**config.mk**
```make
export PLATFORM = sky130hd
export DESIGN_NAME = gpio_irq_ctrl
export DESIGN_NICKNAME = d
export VERILOG_FILES = /design/src/rtl/gpio_pkg.sv /design/src/rtl/gpio_in_cond.sv /design/src/rtl/gpio_evt_detect.sv /design/src/rtl/gpio_irq_ctrl.sv
export SDC_FILE = /design/constraint.sdc
export NUM_CORES = 1
export LEC_CHECK = 0
export BUFFER_PORTS_ARGS = -buffer_cell sky130_fd_sc_hd__buf_4
export CAP_MARGIN = 20
export CORE_MARGIN = 1
export CORE_UTILIZATION = 50
export CTS_BUF_LIST = sky130_fd_sc_hd__clkbuf_2 sky130_fd_sc_hd__clkbuf_4 sky130_fd_sc_hd__clkbuf_8
export DETAILED_ROUTE_END_ITERATION = 6
export GPL_TIMING_DRIVEN = 0
export HOLD_SLACK_MARGIN = 0.03
export PLACE_DENSITY_LB_ADDON = 0.1
export SLEW_MARGIN = 25
export SYNTH_ARGS = -nofsm -noshare
export SYNTH_HDL_FRONTEND = slang
export SYNTH_SLANG_ARGS = --single-unit
export TNS_END_PERCENT = 100
```
**constraint.sdc**
```tcl
create_clock -name clk -period 2.05 [get_ports clk]
set_clock_uncertainty 0.1 [all_clocks]
set_input_delay 0.1025 -clock clk [delete_from_list [all_inputs] [get_ports clk]]
set_output_delay 0.1025 -clock clk [all_outputs]
set_load 0.01 [all_outputs]
```
**src/rtl/gpio_pkg.sv**
```systemverilog
package gpio_pkg;
  localparam int REG_AW = 6;
  localparam int BUS_W  = 32;
  typedef logic [REG_AW-1:0] reg_addr_t;

  localparam reg_addr_t A_DIR   = 6'h00;
  localparam reg_addr_t A_RSVD  = 6'h04;
  localparam reg_addr_t A_SET   = 6'h08;
  localparam reg_addr_t A_CLR   = 6'h0C;
  localparam reg_addr_t A_OUT   = 6'h10;
  localparam reg_addr_t A_IN    = 6'h14;
  localparam reg_addr_t A_IEN   = 6'h18;
  localparam reg_addr_t A_SENSE = 6'h1C;
  localparam reg_addr_t A_BOTH  = 6'h20;
  localparam reg_addr_t A_POL   = 6'h24;
  localparam reg_addr_t A_RAW   = 6'h28;
  localparam reg_addr_t A_BLOCK = 6'h2C;
  localparam reg_addr_t A_MSTAT = 6'h30;
  localparam reg_addr_t A_ACK   = 6'h34;
  localparam reg_addr_t A_FLTEN = 6'h38;
  localparam reg_addr_t A_FLTLIM = 6'h3C;
endpackage

```
**src/rtl/gpio_in_cond.sv**
```systemverilog
module gpio_in_cond #(
  parameter int N  = 32,
  parameter int CW = 8
) (
  input  logic          clk,
  input  logic          rst_n,
  input  logic [N-1:0]  pin_in,
  input  logic [N-1:0]  flt_en,
  input  logic [CW-1:0] flt_lim,
  output logic [N-1:0]  sync_q,
  output logic [N-1:0]  clean
);
  logic [N-1:0] meta_q, stab_q, filt;

  always_ff @(posedge clk or negedge rst_n) begin
    if (!rst_n) begin
      meta_q <= '0;
      stab_q <= '0;
    end else begin
      meta_q <= pin_in;
      stab_q <= meta_q;
    end
  end

  for (genvar i = 0; i < N; i++) begin : g_flt
    logic [CW-1:0] run_q;
    logic          held_q;
    always_ff @(posedge clk or negedge rst_n) begin
      if (!rst_n) begin
        run_q  <= '0;
        held_q <= 1'b0;
      end else if (stab_q[i] == held_q) begin
        run_q <= '0;
      end else if (run_q == flt_lim) begin
        held_q <= stab_q[i];
        run_q  <= '0;
      end else begin
        run_q <= run_q + 1'b1;
      end
    end
    assign filt[i] = held_q;
  end

  assign sync_q = stab_q;
  assign clean  = (flt_en & filt) | (~flt_en & stab_q);
endmodule

```
**src/rtl/gpio_evt_detect.sv**
```systemverilog
module gpio_evt_detect #(
  parameter int N = 32
) (
  input  logic         clk,
  input  logic         rst_n,
  input  logic [N-1:0] clean,
  input  logic [N-1:0] lvl_sel,
  input  logic [N-1:0] both_sel,
  input  logic [N-1:0] pol_sel,
  input  logic [N-1:0] ack,
  output logic [N-1:0] raw
);
  logic [N-1:0] prev_q;

  always_ff @(posedge clk or negedge rst_n) begin
    if (!rst_n) prev_q <= '0;
    else        prev_q <= clean;
  end

  for (genvar i = 0; i < N; i++) begin : g_pin
    logic rise, fall, hit, cond, st_q;
    assign rise = clean[i] & ~prev_q[i];
    assign fall = ~clean[i] & prev_q[i];
    assign hit  = both_sel[i] ? (rise | fall) : (pol_sel[i] ? rise : fall);
    assign cond = pol_sel[i] ? clean[i] : ~clean[i];
    always_ff @(posedge clk or negedge rst_n) begin
      if (!rst_n)          st_q <= 1'b0;
      else if (lvl_sel[i]) st_q <= cond;
      else                 st_q <= (st_q & ~ack[i]) | hit;
    end
    assign raw[i] = st_q;
  end
endmodule

```
**src/rtl/gpio_irq_ctrl.sv**
```systemverilog
module gpio_irq_ctrl
  import gpio_pkg::*;
#(
  parameter int N  = 32,
  parameter int CW = 8
) (
  input  logic              clk,
  input  logic              rst_n,
  input  logic              psel,
  input  logic              penable,
  input  logic              pwrite,
  input  logic [REG_AW-1:0] paddr,
  input  logic [BUS_W-1:0]  pwdata,
  output logic [BUS_W-1:0]  prdata,
  input  logic [N-1:0]      pin_in,
  output logic [N-1:0]      pin_out,
  output logic [N-1:0]      pin_oe,
  output logic              irq_out
);
  logic         wr;
  logic [N-1:0] wd;
  logic [N-1:0] dir_q, out_q, ien_q, sense_q, both_q, pol_q, block_q, flten_q;
  logic [CW-1:0] fltlim_q;
  logic [N-1:0] sync_q, clean, raw, ack, masked;

  assign wr = psel & penable & pwrite;
  assign wd = pwdata[N-1:0];

  always_ff @(posedge clk or negedge rst_n) begin
    if (!rst_n) begin
      dir_q    <= '0;
      out_q    <= '0;
      ien_q    <= '0;
      sense_q  <= '0;
      both_q   <= '0;
      pol_q    <= '0;
      block_q  <= '0;
      flten_q  <= '0;
      fltlim_q <= '0;
    end else if (wr) begin
      case (paddr)
        A_DIR:    dir_q    <= wd;
        A_SET:    out_q    <= out_q | wd;
        A_CLR:    out_q    <= out_q & ~wd;
        A_OUT:    out_q    <= wd;
        A_IEN:    ien_q    <= wd;
        A_SENSE:  sense_q  <= wd;
        A_BOTH:   both_q   <= wd;
        A_POL:    pol_q    <= wd;
        A_BLOCK:  block_q  <= wd;
        A_FLTEN:  flten_q  <= wd;
        A_FLTLIM: fltlim_q <= pwdata[CW-1:0];
        default: ;
      endcase
    end
  end

  assign ack = (wr && paddr == A_ACK) ? wd : '0;

  gpio_in_cond #(.N(N), .CW(CW)) u_cond (
    .clk(clk), .rst_n(rst_n), .pin_in(pin_in), .flt_en(flten_q),
    .flt_lim(fltlim_q), .sync_q(sync_q), .clean(clean)
  );

  gpio_evt_detect #(.N(N)) u_det (
    .clk(clk), .rst_n(rst_n), .clean(clean), .lvl_sel(sense_q),
    .both_sel(both_q), .pol_sel(pol_q), .ack(ack), .raw(raw)
  );

  assign masked  = raw & ien_q & ~block_q;
  assign irq_out = |masked;
  assign pin_out = out_q;
  assign pin_oe  = dir_q;

  always_comb begin
    prdata = '0;
    case (paddr)
      A_DIR:    prdata = BUS_W'(dir_q);
      A_OUT:    prdata = BUS_W'(out_q);
      A_IN:     prdata = BUS_W'(sync_q);
      A_IEN:    prdata = BUS_W'(ien_q);
      A_SENSE:  prdata = BUS_W'(sense_q);
      A_BOTH:   prdata = BUS_W'(both_q);
      A_POL:    prdata = BUS_W'(pol_q);
      A_RAW:    prdata = BUS_W'(raw);
      A_BLOCK:  prdata = BUS_W'(block_q);
      A_MSTAT:  prdata = BUS_W'(masked);
      A_FLTEN:  prdata = BUS_W'(flten_q);
      A_FLTLIM: prdata = BUS_W'(fltlim_q);
      default:  prdata = '0;
    endcase
  end
endmodule

```
# == After elaboration in Yosys (flattened, before gate mapping) ==
# Index checks and enable logic that the tools add are counted.
# word_totals
reg_bits,680
latch_bits,0
mem_bits_rw,0
rom_bits,0
inputBits,75
out_inout_bits,97
word_cells,758
mem_count,0
# classes
n_addsub,32
mul,0
n_div,0
order_cmp,0
eq_ne,78
n_shift,0
mux,195
n_bitwise,300
n_reduce_logical,45
# op_table
operator,count
$mux W8,64
$pmux W32 S12,1
$add A8 B1 Y8 const B,32
$eq A8 B8 Y1,32
$and A32 B32 Y32,5
$mux W1,128
$not A1 Y1,128
$and A1 B1 Y1,98
$not A32 Y32,3
$pmux W32 S3,1
$reduce_and A2 Y1,41
$or A1 B1 Y1,64
$or A32 B32 Y32,2
$eq A6 B6 Y1 const B,8
$eq A1 B1 Y1,32
$mux W32,1
$reduce_or A32 Y1,1
$eq A6 B5 Y1 const B,4
$eq A6 B4 Y1 const B,2
$logic_not A6 Y1,1
$reduce_bool A3 Y1,1
$logic_and A1 B1 Y1,1

# == Depth between registers and ports, before layout ==
# depth
ltp_word,9
ltp_mapped,7
ltp_nobuf,6

# == By module ==
# From an unflattened synthesis, not the netlist that was laid out.
# hier_totals
cells_unflattened,3186
hier_area_um2,35668.0
# modules_own_cells
mod,instances,cells_per_inst,area_per_inst_um2,seq_area_each_um2
gpio_in_cond,1,1568,17529.3,8808.4
gpio_irq_ctrl,1,1138,13694.4,6606.3
gpio_evt_detect,1,480,4444.3,1601.5

# == Worst setup path after synthesis ==
# No wires, ideal clock.
# synth_path
path_kind,input to register
startpoint,in paddr[1]
endpoint,reg flten_q[10]
arrival_time_ns,1.696
required_ns,1.825
setup_slack_ns,0.130
stages,5
path_buffers,2
path_cell_list,clkbuf_1 -> or4b_1 -> nor3_2 -> buf_4 -> mux2_2
# synth_via
elab_chain_len,2
# synth_rtl
item,line_no,text
start: declaration,gpio_irq_ctrl.sv:12,"input logic [REG_AW-1:0] paddr,"
$eq A6 B6 Y1,gpio_irq_ctrl.sv:41,case (paddr)
$reduce_and A2 Y1 (no source line),n/a,
end signal: assignment,gpio_irq_ctrl.sv:51,A_FLTEN: flten_q <= wd;
end: declaration,gpio_irq_ctrl.sv:22,"logic [N-1:0] dir_q, out_q, ien_q, sense_q, both_q, pol_q, block_q, flten_q;"
# Every way passes these cells.
# A chain may end at the register's enable or synchronous reset.

# == Worst setup path after layout ==
# layout_path
startpoint,reg block_q[5]
endpoint,out irq_out
# layout_via
elab_chain_len,3
# layout_rtl
item,line_no,text
start: declaration,gpio_irq_ctrl.sv:22,
start signal: assignment,gpio_irq_ctrl.sv:50,A_BLOCK: block_q <= wd;
$not A32 Y32,gpio_irq_ctrl.sv:70,assign masked = raw & ien_q & ~block_q;
$and A32 B32 Y32,gpio_irq_ctrl.sv:70,
$reduce_or A32 Y1,gpio_irq_ctrl.sv:71,assign irq_out = |masked;
end: declaration,gpio_irq_ctrl.sv:18,output logic irq_out
# Every way passes these cells.

==> impl_metrics.toml <==
[min_path]
hold_path.class = "in -> async"

[sta]
fmax_ghz = 0.382
relSlewSlack_pct = 25.9
worst_pin_slew_ps = 1110
hold_viol_final = 71
post-route-min-period_ps = 2620
layout_worst_path_cycle_share_pct = 128
hold_slack_ps = -197
slew_violations = 0
rsz0062_at_grt = "yes"
setup_violations = 51
setup_slack_ps = -568

[finish]
syn2layout_area_growth_pct = 26.4
seq_area_um2 = 17100
final_area_um2 = 44200
layout_common_cells = "dfrtp_1 (647), xnor2_1 (291), nor2_1 (284)"
fin_nets = 3818
drive_above_1_share_pct = 29.5
fillers = 5498
multiInputGateArea_um2 = 18300
final_common_cell = "dfrtp_1"

[yosys]
ys_seq_elements = 680
ys_seq_area_share_pct = 48.6
synth_edf_count = 0
netlist_instances = 3163
syn-num-nets = 3334
ys_warn_count = 0
syn_area_per_cell_um2 = 11.1
ys.flop_type = "dfrtp_1"
syn_area_um2 = 35000
synth-async-reset-ratio_pct = 100
synth.distinct_cells = 60

[pwr]
powerDensity_nw_per_um2 = 849
vdd_drop_max_uv = 504
leakagePower_nw = 19.7
p_total_w = 0.0376

[worst_setup_path]
cp-start-kind = "register"
cp-startpoint = "block_q[5]"
cp-endpoint = "irq_out"
critPathKind = "reg -> out"
r2r.worst_path.cells = 7
endpoint_kind = "output port"
required_ps = 1850
path_max_fanout = 3
r2r_setup_slack_ps = -110
reg2reg_to = "u_cond.g_flt[1].held_q"
reg2reg_from = "fltlim_q[3]"
critical_path_arrival_ps = 2420

[floorplan]
core_um2 = 68900
dieWidth_um = 267
ioPinCount = 172
dieHeight_um = 267
initial_core_util_pct = 50.8
row_count = 96
dieArea_um2 = 71100

[routing]
via_per_inst = 5.92
ant_nets = 0
wirelength_mm = 119
drc_errors = 0
dr_total_vias = 27700
first_pass_iters = 7
routedWlPerCell_um = 25.4
drtIter0Drc = 2320

[global_route]
use_met1_pct = 45.5
grt_pass1_wl_mm = 174
antenna_found_initial = 5
grt_use_total_pct = 33.2
grt_max_degree = 96
grt_util_met2_pct = 49.9
grt-ovfl-total = 0
use_met3_pct = 6.65
grt_pass1_vias = 27400
grt_most_used_layer = "met2"

[clock_network]
cts.clk_slew.worst_paths_ps = 60
htreeDepth = 3
tritoncts = "done"
clk_latency_ps = 760
cts.sinks = 680
cts_inserted_buffers = 116
clockBufferDepth = 3
root_buffer = "clkbuf_8"

[status]
status = "complete, but fails checks"
failed_checks = "negative hold slack, negative setup slack"

[placed_design]
place.gp.congestion = 0.976
post_dp_cell_area_um2 = 37600
portBuffers = 147
dpl.hpwl_mm = 78.7

[flow_run]
cap_viol_max_count = 0
[routing by layer]
metal  vias up  share of wire [%]
met3       351                8.3
met4         4                5.4
li1      12100                  -
met5         -              0.021
met1     14000                 42
met2      1235                 45
[worst min path at each step]
stage          startpoint           endpoint  slack, ps  cells after the start
2_1_floorplan       rst_n         block_q[0]       -290                      0
3_3_place_gp    pin_in[5]   u_cond.meta_q[5]        110                      1
4_1_cts             rst_n  u_cond.meta_q[21]       -210                      2
3_5_place_dp        rst_n  u_cond.sync_q[20]         20                      1
6_report            rst_n  u_cond.meta_q[20]       -200                      2
5_1_grt             rst_n  u_cond.meta_q[21]       -190                      2
[state kept, by name, summed over array words and instances (netlist names)]
signal / count
pol_q: 32
u_cond.g_flt.held_q: 32
u_cond.sync_q: 32
sense_q: 32
pin_out: 32
flten_q: 32
both_q: 32
u_cond.meta_q: 32
u_det.prev_q: 32
u_det.g_pin.st_q: 32
block_q: 32
pin_oe: 32
fltlim_q: 8
ien_q: 32
u_cond.g_flt.run_q: 256
[power breakdown]
part	switching [W]	internal, W
sequential	0.00179	0.0146
combinational	0.00432	0.00330
clock	0.00589	0.00768
[cell usage after synthesis, drive strengths merged, types with 83 or more instances]
cell type,count,area share [%]
nand2,103,1.1
mux2i,83,2.4
inv,98,1.1
nand3,173,2.5
ha,96,3.4
mux2,277,9.2
dfrtp,680,49
nand4,83,1.5
nor2,310,3.3
xor2,192,4.8
xnor2,321,8.0
buf,98,1.5
[critical path, cell delays in order, from the launching register on]
cell and delay, ps:
dfrtp_1 370, nand3b_1 260, nand4_1 230, nor4_4 270
nand4_1 290, buf_4 240
[kinds of logic after synthesis]
family | synth area share [%]
adders and majority gates | 3.43
xor gates and xnor gates | 12.8
AOI/OAI and AO/OA | 6.76
DFF | 48.6
muxes | 11.6
buffers and inverters | 3.11
and+or+nand+nor | 13.6
[through the flow]
step | util, % | hold slack [ps] | cells | setup WS [ps] | setup TNS (ps)
floorplan | - | -293 | 3163 | 130 | 0
global placement | 54.1 | 112 | 4241 | -6910 | -5001730
detailed placement | 54.5 | 20.5 | 4254 | -1320 | -387720
CTS | 62.5 | -205 | 4640 | -555 | -9370
global route | 64.2 | -186 | 4676 | -582 | -13400
finish | 64.2 | -197 | 4677 | -568 | -9630
[area by class of cell]
type / count / area share [%]
multi-input cells: 2233 / 41.3
flip-flops and latches: 680 / 38.6
repair buffers: 378 / 8.08
clock buffers: 186 / 5.33
plain buffers: 140 / 2.67
well taps: 931 / 2.63
inverters: 98 / 0.840
clock inverters: 28 / 0.563
diodes: 3 / 0.0170
[timing repair]
action	4_1_cts	5_1_grt
pin swaps	86	98
endpoints found under the setup margin	323	177
resized for setup	349	171
endpoints found under the hold margin	553	80
gates cloned	1	3
buffers inserted	68	33
hold buffers	114	1
(Power assumes the default switching activity.)
